[src/rtl/pgq_pkg.sv]
// Package: shared types for the dual-rail power-good qualifier.
// Assumes: nothing beyond IEEE 1800-2017.
package pgq_pkg;

    // Qualifier state: waiting for good, counting the delay, released.
    typedef enum logic [1:0] {
        QS_IDLE  = 2'd0,
        QS_COUNT = 2'd1,
        QS_REL   = 2'd2
    } qstate_t;

endpackage

[src/rtl/pgq_sync.sv]
// Module: pgq_sync
// Two-flop synchronizer for a vector of independent level flags.
// Assumes: each bit is a slow level from its own source; no bus
// coherence between bits is needed. Reset clears both stages.
module pgq_sync #(
    parameter int unsigned W = 2
) (
    input  logic         clk_i,
    input  logic         rst_ni,
    input  logic [W-1:0] d_i,
    output logic [W-1:0] q_o
);

    logic [W-1:0] meta_q;
    logic [W-1:0] sync_q;

    // Capture the asynchronous flags and let metastability settle one stage.
    always_ff @(posedge clk_i) begin
        if (!rst_ni) begin
            meta_q <= '0;
            sync_q <= '0;
        end else begin
            meta_q <= d_i;
            sync_q <= meta_q;
        end
    end

    assign q_o = sync_q;

endmodule

[src/rtl/pgq_rail_combine.sv]
// Module: pgq_rail_combine
// Forms the good condition from per-rail enables and synchronized flags:
// every enabled rail must be in range and at least one rail enabled.
// Assumes: flags are already synchronous to the block clock.
module pgq_rail_combine #(
    parameter int unsigned N_RAILS = 2
) (
    input  logic [N_RAILS-1:0] en_i,
    input  logic [N_RAILS-1:0] ok_i,
    output logic               good_o
);

    logic [N_RAILS-1:0] rail_pass;

    // A disabled rail passes; an enabled rail passes only when in range.
    for (genvar g = 0; g < N_RAILS; g++) begin : g_rail
        assign rail_pass[g] = ~en_i[g] | ok_i[g];
    end

    // At least one enabled rail and no enabled rail out of range.
    assign good_o = (|en_i) & (&rail_pass);

endmodule

[src/rtl/pgq_prescale.sv]
// Module: pgq_prescale
// Millisecond prescaler: divides the system clock by TICK_DIV while run_i
// is high and emits a one-cycle tick at the end of each period.
// Assumes: TICK_DIV >= 2. Dropping run_i restarts the period from zero,
// so each count begins on a whole-millisecond boundary.
module pgq_prescale #(
    parameter int unsigned TICK_DIV = 1000
) (
    input  logic clk_i,
    input  logic rst_ni,
    input  logic run_i,
    output logic tick_o
);

    localparam int unsigned CW = (TICK_DIV > 2) ? $clog2(TICK_DIV) : 1;
    localparam logic [CW-1:0] LAST = CW'(TICK_DIV - 1);

    logic [CW-1:0] cnt_q;

    // Count clock cycles inside one millisecond period; clear when idle.
    always_ff @(posedge clk_i) begin
        if (!rst_ni) begin
            cnt_q <= '0;
        end else if (!run_i) begin
            cnt_q <= '0;
        end else if (cnt_q == LAST) begin
            cnt_q <= '0;
        end else begin
            cnt_q <= cnt_q + 1'b1;
        end
    end

    assign tick_o = run_i && (cnt_q == LAST);

endmodule

[src/rtl/pgq_qual_fsm.sv]
// Module: pgq_qual_fsm
// Qualification state machine. It latches the clamped delay when the good
// condition first appears, counts millisecond ticks, and enters the
// released state after the latched number of ticks.
// Assumes: good_i is synchronous; tick_i is high only while counting.
module pgq_qual_fsm
    import pgq_pkg::*;
#(
    parameter int unsigned DLY_W   = 8,
    parameter int unsigned DLY_MIN = 1,
    parameter int unsigned DLY_MAX = 200
) (
    input  logic             clk_i,
    input  logic             rst_ni,
    input  logic             good_i,
    input  logic             tick_i,
    input  logic [DLY_W-1:0] dly_ms_i,
    output qstate_t          state_o,
    output logic [DLY_W-1:0] ms_cnt_o,
    output logic [DLY_W-1:0] target_o,
    output logic             counting_o,
    output logic             rel_o
);

    localparam logic [DLY_W-1:0] MIN_V = DLY_W'(DLY_MIN);
    localparam logic [DLY_W-1:0] MAX_V = DLY_W'(DLY_MAX);

    qstate_t          st_q;
    logic [DLY_W-1:0] ms_q;
    logic [DLY_W-1:0] tgt_q;

    // Limit the programmed delay to the supported millisecond range.
    function automatic logic [DLY_W-1:0] clamp_ms(input logic [DLY_W-1:0] d);
        if (d < MIN_V) begin
            return MIN_V;
        end else if (d > MAX_V) begin
            return MAX_V;
        end
        return d;
    endfunction

    // Advance the qualifier state, the tick counter and the latched delay.
    always_ff @(posedge clk_i) begin
        if (!rst_ni) begin
            st_q  <= QS_IDLE;
            ms_q  <= '0;
            tgt_q <= MIN_V;
        end else begin
            unique case (st_q)
                QS_IDLE: begin
                    tgt_q <= clamp_ms(dly_ms_i);
                    ms_q  <= '0;
                    if (good_i) begin
                        st_q <= QS_COUNT;
                    end
                end
                QS_COUNT: begin
                    if (!good_i) begin
                        st_q <= QS_IDLE;
                        ms_q <= '0;
                    end else if (tick_i) begin
                        if (ms_q == tgt_q - 1'b1) begin
                            st_q <= QS_REL;
                            ms_q <= '0;
                        end else begin
                            ms_q <= ms_q + 1'b1;
                        end
                    end
                end
                QS_REL: begin
                    if (!good_i) begin
                        st_q <= QS_IDLE;
                    end
                end
                default: begin
                    st_q <= QS_IDLE;
                    ms_q <= '0;
                end
            endcase
        end
    end

    assign state_o    = st_q;
    assign ms_cnt_o   = ms_q;
    assign target_o   = tgt_q;
    assign counting_o = (st_q == QS_COUNT);
    assign rel_o      = (st_q == QS_REL);

endmodule

[src/rtl/dual_rail_pgood.sv]
// Module: dual_rail_pgood (top)
// Dual-rail power-good qualifier. Synchronizes the comparator flags,
// combines them with the rail enables, and releases the open-drain
// output after a programmable millisecond delay. A fault gates the
// output low at once.
// Assumes: rail_en_i and dly_ms_i are synchronous to clk_i; TICK_DIV is
// the number of clk_i cycles in one millisecond.
module dual_rail_pgood
    import pgq_pkg::*;
#(
    parameter int unsigned N_RAILS  = 2,
    parameter int unsigned TICK_DIV = 1000,
    parameter int unsigned DLY_W    = 8,
    parameter int unsigned DLY_MIN  = 1,
    parameter int unsigned DLY_MAX  = 200
) (
    input  logic               clk_i,
    input  logic               rst_ni,
    input  logic [N_RAILS-1:0] rail_en_i,
    input  logic [N_RAILS-1:0] rail_ok_async_i,
    input  logic [DLY_W-1:0]   dly_ms_i,
    output logic               pg_release_o
);

    logic [N_RAILS-1:0] rail_ok_s;
    logic               good_w;
    logic               tick_w;
    logic               counting_w;
    logic               rel_w;
    qstate_t            st_w;
    logic [DLY_W-1:0]   ms_cnt_w;
    logic [DLY_W-1:0]   target_w;

    pgq_sync #(
        .W (N_RAILS)
    ) u_sync (
        .clk_i  (clk_i),
        .rst_ni (rst_ni),
        .d_i    (rail_ok_async_i),
        .q_o    (rail_ok_s)
    );

    pgq_rail_combine #(
        .N_RAILS (N_RAILS)
    ) u_comb (
        .en_i   (rail_en_i),
        .ok_i   (rail_ok_s),
        .good_o (good_w)
    );

    pgq_prescale #(
        .TICK_DIV (TICK_DIV)
    ) u_pre (
        .clk_i  (clk_i),
        .rst_ni (rst_ni),
        .run_i  (counting_w & good_w),
        .tick_o (tick_w)
    );

    pgq_qual_fsm #(
        .DLY_W   (DLY_W),
        .DLY_MIN (DLY_MIN),
        .DLY_MAX (DLY_MAX)
    ) u_fsm (
        .clk_i      (clk_i),
        .rst_ni     (rst_ni),
        .good_i     (good_w),
        .tick_i     (tick_w),
        .dly_ms_i   (dly_ms_i),
        .state_o    (st_w),
        .ms_cnt_o   (ms_cnt_w),
        .target_o   (target_w),
        .counting_o (counting_w),
        .rel_o      (rel_w)
    );

    // A fault pulls the pad low in the same cycle; release needs both.
    assign pg_release_o = rel_w & good_w;

endmodule

[config.mk]
export PLATFORM = sky130hd
export DESIGN_NAME = dual_rail_pgood
export DESIGN_NICKNAME = d
export VERILOG_FILES = /design/src/rtl/pgq_pkg.sv /design/src/rtl/pgq_sync.sv /design/src/rtl/pgq_rail_combine.sv /design/src/rtl/pgq_prescale.sv /design/src/rtl/pgq_qual_fsm.sv /design/src/rtl/dual_rail_pgood.sv
export SDC_FILE = /design/constraint.sdc
export NUM_CORES = 1
export LEC_CHECK = 0
export BUFFER_PORTS_ARGS = -buffer_cell sky130_fd_sc_hd__buf_2
export CAP_MARGIN = 20
export CORE_MARGIN = 2
export CORE_UTILIZATION = 44
export DETAILED_ROUTE_END_ITERATION = 16
export PLACE_DENSITY = 0.65
export SLEW_MARGIN = 0
export SYNTH_ARGS = -nofsm -noshare
export SYNTH_HDL_FRONTEND = slang
export SYNTH_HIERARCHICAL = 1
export SYNTH_SLANG_ARGS = --single-unit
[constraint.sdc]
create_clock -name clk_i -period 5.5 [get_ports clk_i]
set_clock_uncertainty 0.1 [all_clocks]
set_input_delay 0 -clock clk_i [delete_from_list [all_inputs] [get_ports clk_i]]
set_output_delay 0 -clock clk_i [all_outputs]
set_load 0.005 [all_outputs]
==> results.md, run 1 <==
* Outcome: complete, no violations
* First-pass GRT wire length at 6.20 mm
* Routed Antenna Nets at 0
* DR iter-0 viols at 56
* Ys async rst share at 0
* Arr. time, crit path at 2.60 ns
* Placeable Area at 3630 um^2
* CP Launch Type: input port
* Area delta synth->final at 24.6%
* Maxcap violations at 0
* CTS tree: done
* R2R Setup Slk at 2.97 ns
* CTS root buf: clkbuf_8
* Mapped cell area at 1640 um^2
* Crit. Startpoint: rail_en_i[0]
* Mean Syn Cell Area at 8.38 um^2
* Hold Crit Class: input port to flip-flop
* Min Tclk post-route at 2.54 ns
* Largest net degree at the start of global routing at 16
* Post-layout util at 0.563
* Die W at 65.1 um
* Number of global-route vias before repair at 1391
* Total grt overflow at 0
* Worst setup EP type: flip-flop
* Area leader, netlist: dfxtp_1
* Std cell rows at 22
* Synth top area share at 0.390
* Vias at 1468
* Initial antenna violation count at 0
* WL/cell at 12.4 um
* Tcrit/Tclk final at 0.461
* Yosys warnings at 6
* Net Sw Power at 0.108 mW
* Die Area at 4240 um^2
* FMAX at 0.394 GHz
* Post-CTS Setup Repair Bufs at 0
* Sum Neg Setup Slack at 0 ns
* Syn_nets at 213
* N_diodes at 0
* Worst-path clk slew at 0.06 ns
* Max Fanout on Critical Path at 6
* H-tree depth at 2
* Most common cell in the netlist: dfxtp_1
* Total CTS buffers at 5
* Clk_lat worst skew at 0.28 ns
* Starting Density at 0.452
* Leakage at 0.768 nW
* EDFF count, synth at 0
* Worst Hold Launch: rst_ni
* Via/cell ratio at 5.22
* Final hold vios at 0
* Measured slew at the worst slew-check pin at 0.545 ns
* RSZ-0062 raised after global routing: false
* Crit path kind: input port to flip-flop
* WL final at 3.49 mm
* Power Dens Cells at 238 nW/um^2
* RePlAce Congestion at 0.785
* Max Buffers Root-to-Sink at 2
* Top FF cell, synth: dfxtp_1
* Nets at 250
* I/O Pins at 15
* # clock sinks at 32
* Logic gate share of total power at 0.108
* Post-synth top cells: 32 x dfxtp_1, 23 x nor2_1, 20 x nand2_1, 12 x xor2_1, 10 x inv_1
* Overall Global Routing Usage at 0.191
* Slew HR at 0.636
* DRC Markers at 0
* Sequential power share at 0.502
* Share of post-route cells with drive strength above 1 at 0.116
* Max-slew violations at 0
* Endpoints failing setup at 0
* Clk pwr share at 0.390
* Seq/Total Area, Yosys at 0.390
* Max IR drop VDD at 0.171 mV
* Post-synth cell types at 45
* Detailed Place HPWL at 2.27 mm
* First-pass detailed-route iteration total at 4
* Mapped Cells at 196
* Synth area leaders: dfxtp_1 39%, xor2_1 6.4%, nor2_1 5.3%
* Die Ht at 65.1 um
* CP Data Required Time at 5.57 ns
* Port-buffer cells at 14
* Reg2reg start: u_pre/cnt_q[0]
* Pint at 0.378 mW
* Yosys reg bits at 32
* Switch share at 0.223
stage by stage:
stage	instances	total power, mW	hold slack, ns	cell area [um^2]	setup WS (ns)
2_1_floorplan	196	0.277	0.0217	1640	3.23
3_3_place_gp	254	0.288	0.108	1750	3.07
3_5_place_dp	254	0.288	0.105	1750	2.99
4_1_cts	281	0.493	0.00223	2050	2.98
5_1_grt	281	0.509	0.0191	2050	2.69
6_report	281	0.486	0.0115	2050	2.96
layout make-up:
type | instances | area [um^2]
Inverter | 10 | 37.5
Sequential cell | 32 | 641
Fill cell | 331 | 1590
Multi-Input combinational cell | 150 | 941
Timing Repair Buffer | 34 | 270
Clock buffer | 7 | 96.3
Tap cell | 48 | 60.1
power by group through the flow:
stage	sequential [mW]	combinational, mW	clock (mW)
floorplan	0.247	0.0299	0
global placement	0.249	0.0390	0
detailed placement	0.249	0.0393	0
CTS	0.244	0.0511	0.198
global route	0.245	0.0589	0.206
finish	0.244	0.0528	0.190
sequential cells by signal, indices dropped and copies added (netlist names):
name	flops
u_pre/cnt_q	10
u_fsm/target_o	8
u_fsm/ms_cnt_o	8
u_sync/meta_q	2
u_sync/q_o	2
u_fsm/state_o	2
per-layer routing:
layer | up-vias | share of wire | track usage
met1 | 668 | 0.47 | 0.236
met4 | 0 | 0.023 | 0.0885
met2 | 34 | 0.47 | 0.313
met3 | 7 | 0.044 | 0.0486
met5 | - | 0 | 0
li1 | 759 | - | -
worst paths after layout:
check                      end  cells past startpoint
min reg2reg      u_sync/q_o[0]                      1
max reg2reg  u_fsm/ms_cnt_o[5]                     10
min              u_sync/q_o[0]                      2
max          u_fsm/ms_cnt_o[5]                     13
layout by cell type (no fill, tap or decap), types with 2 or more instances in the layout:
cell type / count
a21boi_0: 4
a21o_1: 2
a21oi_1: 5
a22oi_1: 2
a31oi_1: 5
and2_1: 7
and3_1: 3
and4_1: 2
buf_2: 14
clkbuf_8: 7
dfxtp_1: 32
dlygate4sd3_1: 20
ha_1: 3
inv_1: 10
nand2_1: 20
nand3_1: 9
nand4_1: 4
nor2_1: 23
nor2b_1: 4
nor3_1: 7
o21ai_0: 4
or3_1: 5
xnor2_1: 8
xor2_1: 12
worst max-delay path, cell delays in order:
cell           delay (ns)
dlygate4sd3_1        0.51
buf_2                0.10
mux2i_1              0.06
a21oi_1              0.27
and2_1               0.20
inv_1                0.04
nor3_1               0.30
inv_1                0.10
a31oi_1              0.43
and3_1               0.28
nand4_1              0.12
xor2_1               0.15
nor2_1               0.05
cells by family (layout without fill, tap and decap cells):
kind of cell	after synthesis	after routing	share of synthesized area
compound gates	31	31	0.131
simple gates	95	95	0.306
mux	1	1	0.00610
xor+xnor	20	20	0.107
flops	32	32	0.390
buf+inv	14	51	0.0366
fa+ha+maj	3	3	0.0229
what timing repair did:
action / in CTS / in global routing
endpoints found under the setup margin: 0 / 0
hold endpoints to repair: 12 / 0
resized for setup: 0 / 0
hold buffers: 20 / 0
(Power assumes the default switching activity.)
==> inputs of run 2 (changes only) <==
clock period = 2.6 ns   (was 5.5 ns; I/O delays follow)
==> run 2 against run 1 <==
  * Clock-buffer cell count shrank 2
  * Hold slack gained 0.17 ns
  * Final cell count grew 1.4%
  * Flip-flop and latch count is the same
  * Core utilization grew 1.6 points
  * Critical path depth shrank 5
  * Sequential share of layout area shrank 0.86 points
  * Largest cell class unchanged
  * Cell area grew 2.8%
  * Clock power grew 150%
  * Via count shrank 0.61%
==> results.md, run 2 (synthesis results as in run 1) <==
* Endpoints failing setup at 0 (unchanged)
* Overall Global Routing Usage at 0.190 (was 0.191)
* Overall Power at 1.10 mW (was 0.486 mW)
* Hold path endpoint: u_fsm/state_o[0] (was u_sync/q_o[0])
* Largest net degree at the start of global routing at 16 (unchanged)
* RSZ-0062 raised after global routing: false (unchanged)
* Max FFs per register at 10 (unchanged)
* Hold Crit Class: input port to flip-flop (unchanged)
* Initial antenna violation count at 0 (unchanged)
* Slew HR at 0.639 (was 0.636)
* Routed Antenna Nets at 0 (unchanged)
* Detailed Place HPWL at 2.24 mm (was 2.27 mm)
* Tcrit/Tclk final at 0.914
* # clock sinks at 32 (unchanged)
* Most common cell after layout, fill and taps aside: dfxtp_1 (unchanged)
* Reg2reg start: u_fsm/target_o[0] (was u_pre/cnt_q[0])
* CP Launch Type: flip-flop (was input port)
* First-pass detailed-route iteration total at 4 (unchanged)
* Max Fanout on Critical Path at 7 (was 6)
* FMAX at 0.421 GHz
* Worst setup EP type: flip-flop (unchanged)
* Arr. time, crit path at 2.45 ns (was 2.60 ns)
* N_diodes at 0 (unchanged)
* RePlAce Congestion at 0.770 (was 0.785)
* Port-buffer cells at 14 (unchanged)
* Worst Hold Launch: rail_en_i[1] (was rst_ni)
* Vias at 1459 (was 1468)
* Maxcap violations at 0 (unchanged)
* Std cell rows at 22 (unchanged)
* Via/cell ratio at 5.12 (was 5.22)
* Area delta synth->final at 28.1% (was 24.6%)
* Max Buffers Root-to-Sink at 2 (unchanged)
* Number of global-route vias before repair at 1437 (was 1391)
* Sum Neg Setup Slack at 0 ns (unchanged)
* Die Ht at 65.1 um (unchanged)
* Commonest non-fill, non-tap cells in the layout: 32 x dfxtp_1, 23 x nor2_1, 22 x dlygate4sd3_1 (was 32 x dfxtp_1, 23 x nor2_1, 20 x dlygate4sd3_1, 20 x nand2_1, 14 x buf_2)
* R2r endpoint: u_fsm/ms_cnt_o[4] (was u_fsm/ms_cnt_o[5])
* Placeable Area at 3630 um^2 (unchanged)
* Final hold vios at 0 (unchanged)
* Largest Register: u_pre/cnt_q (unchanged)
* First-pass GRT wire length at 6.22 mm (was 6.20 mm)
* Max IR drop VDD at 0.426 mV (was 0.171 mV)
* Total grt overflow at 0 (unchanged)
* Share of post-route cells with drive strength above 1 at 0.135 (was 0.116)
* Crit. Startpoint: u_fsm/target_o[0] (was rail_en_i[0])
* Leakage at 0.787 nW (was 0.768 nW)
* Crit path kind: flip-flop to flip-flop (was input port to flip-flop)
* Nets at 253 (was 250)
* Measured slew at the worst slew-check pin at 0.541 ns (was 0.545 ns)
* WL final at 3.59 mm (was 3.49 mm)
* Worst-path clk slew at 0.07 ns (was 0.06 ns)
* Min Tclk post-route at 2.38 ns
* Total CTS buffers at 5 (unchanged)
* CTS root buf: clkbuf_8 (unchanged)
* WHS Path Cells at 5 (was 2)
* H-tree depth at 2 (unchanged)
* CP Data Required Time at 2.67 ns (was 5.57 ns)
* Max-slew violations at 0 (unchanged)
* CTS tree: done (unchanged)
* Outcome: complete, no violations (unchanged)
* Reg2Reg Depth at 8 (was 10)
* Clk_lat worst skew at 0.28 ns (about the same)
* I/O Pins at 15 (unchanged)
* R2R Setup Slk at 0.22 ns (was 2.97 ns)
* WL/cell at 12.6 um (was 12.4 um)
* Post-CTS Setup Repair Bufs at 0 (unchanged)
* Die W at 65.1 um (unchanged)
* Starting Density at 0.452 (unchanged)
* DRC Markers at 0 (unchanged)
* Power Dens Cells at 523 nW/um^2 (was 238 nW/um^2)
* Die Area at 4240 um^2 (unchanged)
* DR iter-0 viols at 58 (was 56)
run 2: metal layers:
metal  vias up  GRT usage  part of all wire
li1        763          -                 -
met1       661      0.229              0.49
met2        28      0.313              0.46
met3         7     0.0503             0.034
met4         0     0.0938             0.016
met5         -          0                 0
run 2: report_power, final:
part,internal (mW),switching (mW)
Sequential,0.502,0.0136
Clock,0.283,0.185
Combinational,0.0639,0.0507
Total,0.849,0.250
run 2: worst max-delay path: stages, from the launching register on:
cell,delay [ns]
dfxtp_1,0.39
inv_1,0.09
ha_1,0.25
nor3b_1,0.18
a221oi_1,0.28
o21ai_1,0.11
a221oi_2,0.52
a21o_1,0.27
nor2_1,0.07
run 2: area by class of cell:
cell class | instances | area [um^2]
Tap cell | 48 | 60.1
Clock buffer | 5 | 68.8
Multi-Input combinational cell | 150 | 956
Clock inverter | 3 | 42.5
Fill cell | 336 | 1530
Sequential cell | 32 | 641
Inverter | 10 | 37.5
Timing Repair Buffer | 37 | 298
run 2: how the worst max path moves through the flow:
stage | slack [ns] | endpoint | depth (start not counted)
finish | 0.22 | u_fsm/ms_cnt_o[4] | 8
global route | 0.03 | u_fsm/ms_cnt_o[7] | 8
CTS | 0.10 | u_fsm/ms_cnt_o[5] | 10
detailed placement | 0.16 | u_fsm/ms_cnt_o[5] | 10
global placement | 0.14 | u_fsm/ms_cnt_o[5] | 10
floorplan | 0.33 | u_fsm/ms_cnt_o[5] | 10
run 2: what timing repair did:
| item | 4_1_cts | 5_1_grt |
|---|---|---|
| endpoints found under the hold margin | 13 | 0 |
| hold buffers | 22 | 0 |
| gates resized for setup | 0 | 3 |
| setup endpoints to repair | 0 | 5 |
run 2: stage by stage:
step | std cells | worst slack [ns] | area [um^2] | utilization | hold WS [ns]
after floorplan | 196 | 0.329 | 1640 | - | 0.0217
after global placement | 255 | 0.137 | 1760 | 0.483 | 0.107
after detailed placement | 255 | 0.161 | 1760 | 0.483 | 0.106
after CTS | 285 | 0.104 | 2090 | 0.575 | 0.123
after global routing | 285 | 0.0345 | 2100 | 0.579 | 0.206
final | 285 | 0.223 | 2100 | 0.579 | 0.177
==> inputs of run 3 (changes only) <==
SLEW_MARGIN = 20   (was 0)
SYNTH_HIERARCHICAL = not set   (was 1)
==> run 3 against run 2 <==
  * Global-route usage decreased by 0.47 points
  * Power increased by 0.58%
  * Die area rose by 0.51%
  * Maximum frequency is 7.8% higher
  * Critical endpoint is now u_fsm.ms_cnt_o[0]
==> results.md, run 3 <==
* CP Data Required Time at 2.66 ns (was 2.67 ns)
* Placed instance count at 250 (was 255)
* Top FF cell, synth: dfxtp_1 (unchanged)
* Area leader, netlist: dfxtp_1 (unchanged)
* Number of global-route vias before repair at 1324 (was 1437)
* Outcome: complete, no violations (unchanged)
* Endpoints failing setup at 0 (unchanged)
* Routed Antenna Nets at 0 (unchanged)
* Overall Global Routing Usage at 0.186 (was 0.190)
* Adder-Cell Fraction of Synth Area at 0.0227 (was 0.0229)
* Port-buffer cells at 14 (unchanged)
* Die W at 65.2 um (was 65.1 um)
* First-pass GRT wire length at 6.00 mm (was 6.22 mm)
* Mux contribution to synthesized area at 0.0121 (was 0.00610)
* Std cell rows at 22 (unchanged)
* N_diodes at 0 (unchanged)
* Arr. time, crit path at 2.27 ns (was 2.45 ns)
* DRC Markers at 0 (unchanged)
* Largest family of logic cells by synthesized area: simple AND/OR/NAND/NOR gates (unchanged)
* Placeable Area at 3630 um^2 (unchanged)
* Post-synth cell types at 39 (was 45)
* H-tree depth at 2 (unchanged)
* Area delta synth->final at 24.6% (was 28.1%)
* Worst-path clk slew at 0.07 ns (about the same)
* Area fraction in and, or, nand and nor cells after synthesis at 0.290 (was 0.306)
* CP Launch Type: flip-flop (unchanged)
* RePlAce Congestion at 0.804 (was 0.770)
* Worst Hold Launch: rail_en_i[1] (unchanged)
* Area of placed instances at 1760 um^2 (about the same)
* Die Area at 4260 um^2 (was 4240 um^2)
* Power Dens Cells at 537 nW/um^2 (was 523 nW/um^2)
* Design Area, Final at 2060 um^2 (was 2100 um^2)
* WL/cell at 12.6 um (about the same)
* WL final at 3.48 mm (was 3.59 mm)
* Min Tclk post-route at 2.21 ns (was 2.38 ns)
* Reg2reg start: u_fsm.target_o[0] (was u_fsm/target_o[0])
* Max-slew violations at 0 (unchanged)
* First-pass detailed-route iteration total at 4 (unchanged)
* Net Sw Power at 0.255 mW (was 0.250 mW)
* Maxcap violations at 0 (unchanged)
* Vias at 1423 (was 1459)
* CTS tree: done (unchanged)
* Seq/Total Area, Yosys at 0.388 (was 0.390)
* CTS root buf: clkbuf_8 (unchanged)
* Most common cell after layout, fill and taps aside: dfxtp_1 (unchanged)
* Synth top area share at 0.388 (was 0.390)
* I/O Pins at 15 (unchanged)
* Mean Syn Cell Area at 8.55 um^2 (was 8.38 um^2)
* Fillers at 371 (was 336)
* Measured slew at the worst slew-check pin at 0.505 ns (was 0.541 ns)
* Worst setup EP type: flip-flop (unchanged)
* Yosys warnings at 0 (was 6)
* Final hold slack at 0.0434 ns (was 0.177 ns)
* Most common cell in the netlist: dfxtp_1 (unchanged)
* Die Ht at 65.2 um (was 65.1 um)
* DR iter-0 viols at 48 (was 58)
* Max FFs per register at 10 (unchanged)
* FMAX at 0.453 GHz (was 0.421 GHz)
* Leakage at 0.836 nW (was 0.787 nW)
* Yosys reg bits at 32 (unchanged)
* Final Non-Filler Cells at 277 (was 285)
* Xor-xnor portion of the synthesized cell area at 0.117 (was 0.107)
* Clk pwr share at 0.420 (was 0.426)
* Tcrit/Tclk final at 0.848 (was 0.914)
* Clk_lat worst skew at 0.29 ns (was 0.28 ns)
* Max IR drop VDD at 0.314 mV (was 0.426 mV)
* Largest Register: u_pre.cnt_q (was u_pre/cnt_q)
* Detailed Place HPWL at 2.29 mm (was 2.24 mm)
* Initial antenna violation count at 0 (unchanged)
* EDFF count, synth at 0 (unchanged)
* Sequential power share at 0.468 (was 0.469)
* Crit. Startpoint: u_fsm.target_o[0] (was u_fsm/target_o[0])
* Mapped cell area at 1650 um^2 (was 1640 um^2)
* # clock sinks at 32 (unchanged)
* Place WS at 0.394 ns (was 0.161 ns)
* RSZ-0062 raised after global routing: false (unchanged)
* Switch share at 0.231 (was 0.227)
* Hold Crit Class: input port to flip-flop (unchanged)
* Starting Density at 0.454 (was 0.452)
* Synth Area in Compound Gates at 0.142 (was 0.131)
* Post-synth top cells: 32 x dfxtp_1, 23 x nor2_1, 15 x nand2_1, 12 x xor2_1 (was 32 x dfxtp_1, 23 x nor2_1, 20 x nand2_1, 12 x xor2_1, 10 x inv_1)
* Sum Neg Setup Slack at 0 ns (unchanged)
* Syn_nets at 210 (was 213)
* Pint at 0.850 mW (was 0.849 mW)
* Nets at 245 (was 253)
* Via/cell ratio at 5.14 (was 5.12)
* Largest net degree at the start of global routing at 16 (unchanged)
* Synth area leaders: dfxtp_1 39%, xor2_1 6.4%, xnor2_1 5.3% (was dfxtp_1 39%, xor2_1 6.4%, nor2_1 5.3%)
* Max Buffers Root-to-Sink at 2 (unchanged)
* Commonest non-fill, non-tap cells in the layout: 32 x dfxtp_1, 23 x nor2_1, 19 x dlygate4sd3_1 (was 32 x dfxtp_1, 23 x nor2_1, 22 x dlygate4sd3_1)
* Slew HR at 0.662 (was 0.639)
* Crit path kind: flip-flop to flip-flop (unchanged)
* Mapped Cells at 193 (was 196)
* Total grt overflow at 0 (unchanged)
* Total CTS buffers at 5 (unchanged)
* Ys async rst share at 0 (unchanged)
* Share of post-route cells with drive strength above 1 at 0.118 (was 0.135)
* Final hold vios at 0 (unchanged)
* Max Fanout on Critical Path at 8 (was 7)
* Final worst setup slack at 0.394 ns (was 0.223 ns)
* Logic gate share of total power at 0.112 (was 0.104)
run 3: cell count changes after synthesis, moves of 3 or more:
cell     delta
nor2b_1     +7
nand2_1     -5
a31oi_1     -4
a21oi_1     +3
inv_1       -3
run 3: worst max-delay path, cell delays in order (launching register included):
cell	delay (ns)
dfxtp_1	0.40
inv_1	0.08
ha_1	0.29
o21bai_1	0.19
a211o_1	0.29
a21oi_1	0.12
nor2_1	0.10
o31ai_4	0.42
nor2_1	0.09
run 3: cells by family after synthesis:
group           count (synthesis)
compound gates                 32
xor+xnor                       22
simple gates                   90
flops                          32
fa+ha+maj                       3
buf+inv                        12
mux                             2
run 3: layer usage:
layer / up-vias / share of wire / GRT usage
met5: - / 0 / 0
met4: 0 / 0.032 / 0.112
met3: 12 / 0.047 / 0.0462
met2: 35 / 0.44 / 0.277
met1: 641 / 0.48 / 0.241
li1: 735 / - / -
run 3: repair_timing:
action / CTS / global route
hold endpoints to repair: 12 / 0
buffers inserted: 0 / 0
gates resized for setup: 0 / 0
hold buffers: 19 / 0
run 3: area by class of cell:
class | count | area [um^2] | area share
clock buffers | 6 | 72.6 | 0.0353
clock inverters | 2 | 35.0 | 0.0170
inverters | 7 | 26.3 | 0.0128
multi-input cells | 149 | 962 | 0.468
flip-flops and latches | 32 | 641 | 0.311
well taps | 48 | 60.1 | 0.0292
repair buffers | 33 | 260 | 0.127
run 3: per-stage QoR:
stage | util | power (mW)
final | 0.566 | 1.11
after global placement | 0.484 | 0.624
after detailed placement | 0.484 | 0.625
after floorplan | - | 0.597
after CTS | 0.566 | 1.11
after global routing | 0.566 | 1.15
run 3: worst paths after layout:
kind	slack (ns)	endpoint	cells past startpoint
worst max-delay path	0.39	u_fsm.ms_cnt_o[0]	8
worst min register to register	0.34	u_sync.q_o[1]	1
worst min-delay path	0.04	u_fsm.state_o[0]	4
worst max register to register	0.39	u_fsm.ms_cnt_o[0]	8
run 3: power groups by stage:
stage	Combinational (mW)	Clock [mW]	Sequential (mW)
detailed placement	0.0972	0	0.528
global placement	0.0963	0	0.528
global route	0.137	0.494	0.519
floorplan	0.0721	0	0.525
CTS	0.121	0.475	0.517
finish	0.124	0.464	0.517
